## config.mk

```make
export PLATFORM = sky130hd
export DESIGN_NAME = tmr_dma_timer
export DESIGN_NICKNAME = d
export VERILOG_FILES = /design/src/rtl/tmr_pkg.sv /design/src/rtl/tmr_regs.sv /design/src/rtl/tmr_clkdiv.sv /design/src/rtl/tmr_counter.sv /design/src/rtl/tmr_event.sv /design/src/rtl/tmr_dma_timer.sv
export SDC_FILE = /design/constraint.sdc
export NUM_CORES = 1
export LEC_CHECK = 0
export ABC_CLOCK_PERIOD_IN_PS = 2400
export BUFFER_PORTS_ARGS = -buffer_cell sky130_fd_sc_hd__buf_2
export CORE_ASPECT_RATIO = 1.2
export CORE_UTILIZATION = 49
export DETAILED_ROUTE_END_ITERATION = 8
export GPL_ROUTABILITY_DRIVEN = 0
export PLACE_DENSITY = 0.77
export SYNTH_ARGS = -nofsm -noshare
export SYNTH_HDL_FRONTEND = slang
export SYNTH_HIERARCHICAL = 1
export SYNTH_SLANG_ARGS = --single-unit
```

## constraint.sdc

```tcl
create_clock -name clk_i -period 2.4 [get_ports clk_i]
set_input_delay 0.12 -clock clk_i [delete_from_list [all_inputs] [get_ports clk_i]]
set_output_delay 0.12 -clock clk_i [all_outputs]
set_load 0.02 [all_outputs]
```

## src/rtl/tmr_pkg.sv

```systemverilog
package tmr_pkg;

    localparam int DSEL_W = 2;
    localparam int DIVC_W = 2 ** DSEL_W;

    localparam logic [1:0] ADDR_PRE = 2'd0;
    localparam logic [1:0] ADDR_CFG = 2'd1;
    localparam logic [1:0] ADDR_BUF = 2'd2;
    localparam logic [1:0] ADDR_CTL = 2'd3;

    localparam int CFG_DMA_BIT    = 20;
    localparam int CTL_START_BIT  = 0;
    localparam int CTL_MAN_BIT    = 1;
    localparam int CTL_RELOAD_BIT = 3;

    typedef struct packed {
        logic              dma_sel;
        logic [DSEL_W-1:0] dsel;
    } cfg_t;

    typedef struct packed {
        logic reload;
        logic manual;
        logic start;
    } ctrl_t;

    typedef enum logic {
        ROUTE_IRQ = 1'b0,
        ROUTE_DMA = 1'b1
    } route_t;

    function automatic logic [DIVC_W-1:0] div_last(input logic [DSEL_W-1:0] s);
        return DIVC_W'((2 << s) - 1);
    endfunction

endpackage

```

## src/rtl/tmr_regs.sv

```systemverilog
module tmr_regs
    import tmr_pkg::*;
#(
    parameter int PRE_W = 8,
    parameter int CNT_W = 16
) (
    input  logic             clk_i,
    input  logic             rst_i,
    input  logic             wr_en_i,
    input  logic [1:0]       addr_i,
    input  logic [31:0]      wdata_i,
    output logic [PRE_W-1:0] presc_o,
    output cfg_t             cfg_o,
    output logic [CNT_W-1:0] buf_o,
    output ctrl_t            ctrl_o,
    output logic             ctl_wr_o,
    output logic             ctl_load_o,
    output logic [31:0]      rdata_o
);

    logic unused_wdata;
    assign unused_wdata = ^wdata_i;

    assign ctl_wr_o   = wr_en_i && (addr_i == ADDR_CTL);
    assign ctl_load_o = ctl_wr_o && wdata_i[CTL_MAN_BIT];

    always_ff @(posedge clk_i) begin
        if (rst_i) begin
            presc_o <= '0;
            cfg_o   <= '0;
            buf_o   <= '0;
            ctrl_o  <= '0;
        end else if (wr_en_i) begin
            case (addr_i)
                ADDR_PRE: presc_o <= wdata_i[PRE_W-1:0];
                ADDR_CFG: begin
                    cfg_o.dma_sel <= wdata_i[CFG_DMA_BIT];
                    cfg_o.dsel    <= wdata_i[DSEL_W-1:0];
                end
                ADDR_BUF: buf_o <= wdata_i[CNT_W-1:0];
                default: begin
                    ctrl_o.reload <= wdata_i[CTL_RELOAD_BIT];
                    ctrl_o.manual <= wdata_i[CTL_MAN_BIT];
                    ctrl_o.start  <= wdata_i[CTL_START_BIT];
                end
            endcase
        end
    end

    always_comb begin
        rdata_o = '0;
        case (addr_i)
            ADDR_PRE: rdata_o[PRE_W-1:0] = presc_o;
            ADDR_CFG: begin
                rdata_o[CFG_DMA_BIT]  = cfg_o.dma_sel;
                rdata_o[DSEL_W-1:0]   = cfg_o.dsel;
            end
            ADDR_BUF: rdata_o[CNT_W-1:0] = buf_o;
            default: begin
                rdata_o[CTL_RELOAD_BIT] = ctrl_o.reload;
                rdata_o[CTL_MAN_BIT]    = ctrl_o.manual;
                rdata_o[CTL_START_BIT]  = ctrl_o.start;
            end
        endcase
    end

endmodule

```

## src/rtl/tmr_clkdiv.sv

```systemverilog
module tmr_clkdiv
    import tmr_pkg::*;
#(
    parameter int PRE_W = 8
) (
    input  logic              clk_i,
    input  logic              rst_i,
    input  logic              run_i,
    input  logic              restart_i,
    input  logic [PRE_W-1:0]  presc_i,
    input  logic [DSEL_W-1:0] dsel_i,
    output logic              tick_o
);

    logic [PRE_W-1:0]  pcnt;
    logic [DIVC_W-1:0] dcnt;
    logic [DIVC_W-1:0] dlast;
    logic              ptick;

    assign dlast  = div_last(dsel_i);
    assign ptick  = run_i && (pcnt == presc_i);
    assign tick_o = ptick && (dcnt == dlast);

    always_ff @(posedge clk_i) begin
        if (rst_i || restart_i || !run_i) begin
            pcnt <= '0;
            dcnt <= '0;
        end else if (ptick) begin
            pcnt <= '0;
            dcnt <= (dcnt == dlast) ? '0 : dcnt + DIVC_W'(1);
        end else begin
            pcnt <= pcnt + PRE_W'(1);
        end
    end

endmodule

```

## src/rtl/tmr_counter.sv

```systemverilog
module tmr_counter #(
    parameter int CNT_W = 16
) (
    input  logic             clk_i,
    input  logic             rst_i,
    input  logic             ctl_wr_i,
    input  logic             ctl_load_i,
    input  logic             tick_i,
    input  logic             reload_en_i,
    input  logic [CNT_W-1:0] buf_i,
    output logic [CNT_W-1:0] count_o,
    output logic             done_o,
    output logic             uflow_o
);

    assign uflow_o = tick_i && !ctl_wr_i && (count_o == '0);

    always_ff @(posedge clk_i) begin
        if (rst_i) begin
            count_o <= '0;
            done_o  <= 1'b0;
        end else if (ctl_wr_i) begin
            done_o <= 1'b0;
            if (ctl_load_i) begin
                count_o <= buf_i;
            end
        end else if (uflow_o) begin
            if (reload_en_i) begin
                count_o <= buf_i;
            end else begin
                done_o <= 1'b1;
            end
        end else if (tick_i) begin
            count_o <= count_o - CNT_W'(1);
        end
    end

endmodule

```

## src/rtl/tmr_event.sv

```systemverilog
module tmr_event
    import tmr_pkg::*;
(
    input  logic   clk_i,
    input  logic   rst_i,
    input  logic   uflow_i,
    input  route_t route_i,
    input  logic   dma_ack_i,
    output logic   irq_o,
    output logic   dma_req_o
);

    always_ff @(posedge clk_i) begin
        if (rst_i) begin
            irq_o     <= 1'b0;
            dma_req_o <= 1'b0;
        end else begin
            irq_o <= uflow_i && (route_i == ROUTE_IRQ);
            if (uflow_i && (route_i == ROUTE_DMA)) begin
                dma_req_o <= 1'b1;
            end else if (dma_ack_i) begin
                dma_req_o <= 1'b0;
            end
        end
    end

endmodule

```

## src/rtl/tmr_dma_timer.sv

```systemverilog
module tmr_dma_timer
    import tmr_pkg::*;
#(
    parameter int PRE_W = 8,
    parameter int CNT_W = 16
) (
    input  logic             clk_i,
    input  logic             rst_i,
    input  logic             wr_en_i,
    input  logic [1:0]       addr_i,
    input  logic [31:0]      wdata_i,
    output logic [31:0]      rdata_o,
    input  logic             dma_ack_i,
    output logic             irq_o,
    output logic             dma_req_o,
    output logic [CNT_W-1:0] count_o
);

    logic [PRE_W-1:0] presc_q;
    cfg_t             cfg_q;
    logic [CNT_W-1:0] buf_q;
    ctrl_t            ctrl_q;
    logic             ctl_wr;
    logic             ctl_load;
    logic             tick;
    logic             done;
    logic             uflow;
    logic             run;
    logic             dma_sel;
    route_t           route;

    assign run     = ctrl_q.start && !ctrl_q.manual && !done;
    assign dma_sel = cfg_q.dma_sel;
    assign route   = dma_sel ? ROUTE_DMA : ROUTE_IRQ;

    tmr_regs #(.PRE_W(PRE_W), .CNT_W(CNT_W)) u_regs (
        .clk_i      (clk_i),
        .rst_i      (rst_i),
        .wr_en_i    (wr_en_i),
        .addr_i     (addr_i),
        .wdata_i    (wdata_i),
        .presc_o    (presc_q),
        .cfg_o      (cfg_q),
        .buf_o      (buf_q),
        .ctrl_o     (ctrl_q),
        .ctl_wr_o   (ctl_wr),
        .ctl_load_o (ctl_load),
        .rdata_o    (rdata_o)
    );

    tmr_clkdiv #(.PRE_W(PRE_W)) u_div (
        .clk_i     (clk_i),
        .rst_i     (rst_i),
        .run_i     (run),
        .restart_i (ctl_wr),
        .presc_i   (presc_q),
        .dsel_i    (cfg_q.dsel),
        .tick_o    (tick)
    );

    tmr_counter #(.CNT_W(CNT_W)) u_cnt (
        .clk_i       (clk_i),
        .rst_i       (rst_i),
        .ctl_wr_i    (ctl_wr),
        .ctl_load_i  (ctl_load),
        .tick_i      (tick),
        .reload_en_i (ctrl_q.reload),
        .buf_i       (buf_q),
        .count_o     (count_o),
        .done_o      (done),
        .uflow_o     (uflow)
    );

    tmr_event u_evt (
        .clk_i     (clk_i),
        .rst_i     (rst_i),
        .uflow_i   (uflow),
        .route_i   (route),
        .dma_ack_i (dma_ack_i),
        .irq_o     (irq_o),
        .dma_req_o (dma_req_o)
    );

endmodule

```

# [Word-level counts from Yosys, hierarchy flattened]
# Cells that the tools add are included.
[word_totals] regBits=61 latch_bits=0 ramBits=0 mem_bits_ro=0 elab_cells=72 n_memories=0
[classes] addsub=4 multipliers=0 div=0 n_lt_le_gt_ge=0 n_eq_ne=7 shifts=1 mux=15 bitwise=3 reduce_logical=29
[op_table] operator="$mux W16" count=5
[op_table] operator="$logic_not A16 Y1" count=1
[op_table] operator="$sub A16 B1 Y16 const B" count=1
[op_table] operator="$logic_and A1 B1 Y1" count=10
[op_table] operator="$reduce_and A2 Y1" count=5
[op_table] operator="$add A8 B1 Y8 const B" count=1
[op_table] operator="$eq A8 B8 Y1" count=1
[op_table] operator="$mux W8" count=1
[op_table] operator="$pmux W4 S2" count=1
[op_table] operator="$pmux W2 S3" count=1
[op_table] operator="$add A4 B1 Y4 const B" count=1
[op_table] operator="$eq A2 B2 Y1 const B" count=2
[op_table] operator="$eq A4 B4 Y1" count=1
[op_table] operator="$logic_not A1 Y1" count=4
[op_table] operator="$mux W1" count=4
[op_table] operator="$mux W4" count=1
[op_table] operator="$reduce_or A2 Y1" count=2
[op_table] operator="$shl A2 B2 Y4 const A" count=1
[op_table] operator="$sub A4 B2 Y4 const B" count=1
[op_table] operator="$ne A3 B3 Y1 const B" count=1
[op_table] operator="$not A1 Y1" count=3
[op_table] operator="$pmux W1 S3" count=1
[op_table] operator="$reduce_and A3 Y1" count=1
[op_table] operator="$reduce_bool A3 Y1" count=1
[op_table] operator="other kinds (7)" count=8

# [Depth between registers and ports, before layout]
[logic_depth] word_depth=9 ltp_mapped=11 ltp_nobuf=9

# [Modules after synthesis]
# The synthesis kept the hierarchy.
[by_module_without_submodules] module="tmr_regs" instances=1 cells_each=169 area_each_um2=1650.3 seq_area_each_um2=600.6
[by_module_without_submodules] module="tmr_counter" instances=1 cells_each=149 area_each_um2=1168.6 seq_area_each_um2=340.3
[by_module_without_submodules] module="tmr_clkdiv" instances=1 cells_each=82 area_each_um2=690.7 seq_area_each_um2=240.2
[by_module_without_submodules] module="tmr_event" instances=1 cells_each=6 area_each_um2=66.3 seq_area_each_um2=40.0
[by_module_without_submodules] module="tmr_dma_timer" instances=1 cells_each=1 area_each_um2=12.5 seq_area_each_um2=0.0

# [Worst setup path before layout]
# OpenSTA, ideal clock, no wires.
[synth_path] kind="reg2reg" startpoint="register u_div.pcnt[2]" endpoint="register u_cnt.count_o[2]" t_arrival_ns=2.565 t_required_ns=2.308 setup_slack_ns=-0.257 stages_incl_launch_ff=11 path_buffers=1 period_less_slack_ns=2.657 path_cell_list="dfxtp_1 -> xnor2_1 -> nand4_1 -> or3_1 -> buf_6 -> nor2_1 -> or3b_2 -> or3_4 -> o21ai_4 -> nor2_1 -> o32ai_1"
[synth_between] elab_chain_cells=7 elab_cells_between_ends=10 cone_classes="2 x eq/ne; 2 x mux; 6 x reduce/logical"
[synth_rtl] element="start: declaration" line="tmr_clkdiv.sv:15" text="logic [PRE_W-1:0] pcnt;"
[synth_rtl] element="start signal: assignment" line="tmr_clkdiv.sv:32" text="pcnt <= pcnt + PRE_W'(1);"
[synth_rtl] element="$eq A8 B8 Y1 *" line="tmr_clkdiv.sv:21" text="assign ptick = run_i && (pcnt == presc_i);"
[synth_rtl] element="$logic_and A1 B1 Y1 *" line="tmr_clkdiv.sv:21"
[synth_rtl] element="$logic_and A1 B1 Y1 *" line="tmr_clkdiv.sv:22" text="assign tick_o = ptick && (dcnt == dlast);"
[synth_rtl] element="named net tick" line="tmr_dma_timer.sv:25" text="logic tick;"
[synth_rtl] element="$logic_and A1 B1 Y1 (2 in series)" line="tmr_counter.sv:16" text="assign uflow_o = tick_i && !ctl_wr_i && (count_o == '0);"
[synth_rtl] element="$ne A3 B3 Y1 (no line), or another cell as far along"
[synth_rtl] element="$reduce_and A3 Y1 (no line) or $mux W16 (tied branches)"
[synth_rtl] element="end signal: assignment" line="tmr_counter.sv:25" text="count_o <= buf_i;"
[synth_rtl] element="end signal: assignment" line="tmr_counter.sv:29" text="count_o <= buf_i;"
[synth_rtl] element="end signal: assignment" line="tmr_counter.sv:34" text="count_o <= count_o - CNT_W'(1);"
[synth_rtl] element="end: declaration" line="tmr_counter.sv:11" text="output logic [CNT_W-1:0] count_o,"
# The timed path passes the listed nets; every way through them passes the cells marked *.
# A chain may end at the register's enable or synchronous reset.

# [Final worst setup path]
[layout_path] startpoint="register u_regs.presc_o[6]" endpoint="register u_cnt.count_o[5]"
[layout_between] elab_chain_cells=7 elab_cells_between_ends=10 cone_classes="2 x eq/ne; 2 x mux; 6 x reduce/logical"
[layout_rtl] element="start: declaration" line="tmr_regs.sv:12" text="output logic [PRE_W-1:0] presc_o,"
[layout_rtl] element="start signal: assignment" line="tmr_regs.sv:35" text="ADDR_PRE: presc_o <= wdata_i[PRE_W-1:0];"
[layout_rtl] element="$eq A8 B8 Y1 *" line="tmr_clkdiv.sv:21"
[layout_rtl] element="$logic_and A1 B1 Y1 *" line="tmr_clkdiv.sv:21"
[layout_rtl] element="$logic_and A1 B1 Y1 *" line="tmr_clkdiv.sv:22"
[layout_rtl] element="named net tick" line="tmr_dma_timer.sv:25"
[layout_rtl] element="$logic_and A1 B1 Y1 (2 in series)" line="tmr_counter.sv:16"
[layout_rtl] element="$ne A3 B3 Y1 (no line), or another cell as far along"
[layout_rtl] element="$reduce_and A3 Y1 (no line) or $mux W16 (tied branches)"
# Marked as above.

==> results.py <==
metrics = {
    "timing": {
        "slew_viol_final": 0,
        "fmax_mhz": 381,
        "skew_ns": 0.0113,
        "relSlewSlack_pct": 48.6,
        "fin_crit_sh_pct": 109,
        "period_needed_ns": 2.63,
        "rsz0062_at_grt": "true",
        "hold_viol_final": 0,
        "setup_ws_ns": -0.227,
        "setup_viol": 16,
        "tightest_slew_ns": 0.769,
    },
    "setup_path": {
        "crit_slowest_cell": "or3_4",
        "critPathBufInv": 1,
        "endpoint_kind": "flop",
        "path_depth": 10,
        "max_stage_delay_ns": 0.43,
        "r2r_cells": 10,
        "startpoint_type": "flop",
        "crit_path_frequent_cell": "or3_4",
        "critPathRequiredTime_ns": 2.66,
        "path_delay_family": "simple AND/OR/NAND/NOR gates",
        "path_class": "reg2reg",
        "cp_data_arrival_time_ns": 2.89,
        "critical_path.cell_chain": "xnor2_2, nand3_1, or3_4, nor2_4, or3b_4, or3_4, o21ai_4, buf_6, a21oi_2, o32ai_2",
        "worstPathMaxFanout": 4,
    },
    "logic_synthesis": {
        "synth_common_cells": "dfxtp_1 (61), nand2b_1 (48), mux2i_1 (40), nor2_1 (28)",
        "yosys_register_bits": 61,
        "synth_top_area_cell": "dfxtp_1",
        "synth_area_leaders": "dfxtp_1 (34%), mux2i_1 (11%), nand2b_1 (8.4%), buf_4 (3.8%), nor2_1 (2.9%)",
        "synthArstFlopShare_pct": 0,
        "ys.flop_type": "dfxtp_1",
        "synth_warnings": 6,
        "synth_seq_area_share_pct": 34.0,
        "avgSynthCellArea_um2": 8.82,
        "syn_inst": 407,
        "synth_cell_types": 63,
        "synth_edf_count": 0,
        "yosysMostFrequentCell": "dfxtp_1",
        "syn_area_um2": 3590,
        "synth_top_area_share_pct": 34.0,
    },
    "die": {
        "core_um2": 6980,
        "io_pins": 88,
        "fp.dieH_um": 95.7,
        "die_area_um2": 7670,
        "dieWidth_um": 80.1,
        "rows": 33,
        "start_util_pct": 51.4,
    },
    "drt": {
        "drtAntennaViolNets": 0,
        "viasPerCell": 5.65,
        "wire_per_inst_um": 16.4,
        "drt_iter0_markers": 227,
        "drt-pass1-iter-count": 5,
        "remaining_drc_errors": 0,
        "vias": 3455,
        "drt_wl_total_um": 10000,
    },
    "placed_design": {
        "place_inst": 580,
        "dpl.hpwl_um": 6780,
        "portBuffers": 57,
    },
    "grt": {
        "grt_usage_pct": 27.0,
        "grt_pass1_vias": 3342,
        "grt_max_degree": 35,
        "antenna_found_initial": 0,
        "grt_pass1_wl_um": 15600,
        "grt_remaining_overflow": 0,
    },
    "cells_and_area": {
        "final_cell_count_no_fill": 611,
        "final_core_util_pct": 67.1,
        "syn2layout_area_growth_pct": 30.4,
        "fin_nets": 560,
        "n_antenna_cell": 0,
        "drive_gt1_share_pct": 36.1,
    },
    "power_and_ir_drop": {
        "power_density_nw_per_um2": 510,
        "ir_worst_vdd_mv": 0.416,
        "finalPower_mw": 2.39,
        "leakage_nw": 2.08,
    },
    "clock_tree": {
        "cts.path.max_buffers": 2,
        "clk_pin_slew_ns": 0.08,
        "postCtsHoldBufs": 0,
        "clkLatencyLatePin_ns": 0.35,
        "cts_tree": "built",
        "cts.sinks": 61,
        "htreeDepth": 3,
        "numCtsBuffers": 9,
        "cts_root_buf": "clkbuf_8",
    },
    "run_status": {
        "status": "finished, violations left",
        "violations": "negative setup slack",
    },
    "hold_path": {
        "min_path_cells": 3,
        "hold_class": "in2reg",
    },
    "flow_run": {
        "drv_cap": 0,
    },
}
-- sequential cells by signal, summed over array words and instances, names as in the netlist --
| register | cells |
|---|---|
| u_regs/presc_o | 8 |
| u_div/pcnt | 8 |
| u_evt/dma_req_o | 1 |
| u_div/dcnt | 4 |
| u_regs/ctrl_o | 3 |
| u_cnt/count_o | 16 |
| u_regs/buf_o | 16 |
| u_cnt/done_o | 1 |
| u_evt/irq_o | 1 |
| u_regs/cfg_o | 3 |
-- routing by layer --
layer	vias up	part of all wire, %	global-route usage [%]
met5	-	0	0
met4	0	3.5	14.7
met3	35	5.5	6.35
met2	147	51	47.2
met1	1650	40	30.3
li1	1623	-	-
-- layout make-up --
| type | count | area [um2] |
|---|---|---|
| Clock buffer | 9 | 124 |
| Clock inverter | 7 | 97.6 |
| Fill cell | 560 | 2300 |
| Inverter | 14 | 52.6 |
| Multi-Input combinational cell | 309 | 2250 |
| Sequential cell | 61 | 1230 |
| Tap cell | 87 | 109 |
| Timing Repair Buffer | 124 | 811 |
-- placed cells by master, fill, tap and decap left out, types with 4 or more instances in the layout --
cell type / count
o21ai_1: 4
a21oi_1: 15
xor2_1: 4
nand3b_1: 4
buf_4: 61
o21ai_0: 4
conb_1: 15
nand3_1: 11
and2_1: 10
nor3_1: 10
a21oi_2: 4
nand2_1: 16
inv_1: 14
nor2_1: 26
mux2i_1: 40
dfxtp_2: 10
buf_6: 6
nand2b_1: 48
buf_2: 57
and3_1: 4
dfxtp_1: 51
clkbuf_8: 9
xnor2_1: 9
-- kinds of logic (layout without fill, tap and decap cells) --
family,after synthesis,after routing,share of synthesized area (%)
muxes,44,44,13.0
buffers and inverters,52,154,8.58
and+or+nand+nor,169,169,27.5
adders and majority gates,3,3,1.05
AOI/OAI and AO/OA,62,63,12.1
DFF,61,61,34.0
xor gates and xnor gates,15,15,3.66
other,1,15,0.105
-- final timing paths --
kind | startpoint | endpoint | slack, ns
max reg2reg | u_regs/presc_o[6] | u_cnt/count_o[5] | -0.23
min | wdata_i[9] | u_regs/buf_o[9] | 0.03
max | u_regs/presc_o[6] | u_cnt/count_o[5] | -0.23
min reg2reg | u_evt/dma_req_o | u_evt/dma_req_o | 0.49
-- power by group --
group	total, mW	internal (mW)	switching (mW)
Clock	1.05	0.590	0.458
Sequential	1.05	1.03	0.0199
Combinational	0.286	0.123	0.164
-- stage by stage --
step	area (um2)	worst slack [ns]	hold slack, ns	TNS (ns)
CTS	4600	-0.151	0.0179	-1.22
finish	4680	-0.227	0.0257	-1.97
detailed placement	4200	-0.290	0.392	-3.19
floorplan	3670	-0.0870	0.182	-0.533
global placement	4200	-0.175	0.384	-2.07
global route	4680	-0.348	0.0165	-3.94
-- what timing repair did --
action                                  CTS  global route
pin swaps                                15             7
resized for setup                        21            11
cloned                                    1             0
endpoints found under the setup margin   16            19
buffers inserted                         11             3
-- worst reg2reg max path: stages, from the launching register on --
cell and delay [ns]:
dfxtp_2 0.34, xnor2_2 0.15, nand3_1 0.12, or3_4 0.43, nor2_4 0.11, or3b_4 0.41
or3_4 0.37, o21ai_4 0.22, buf_6 0.14, a21oi_2 0.04, o32ai_2 0.22
No activity file was read; power rests on OpenSTA's default activity.
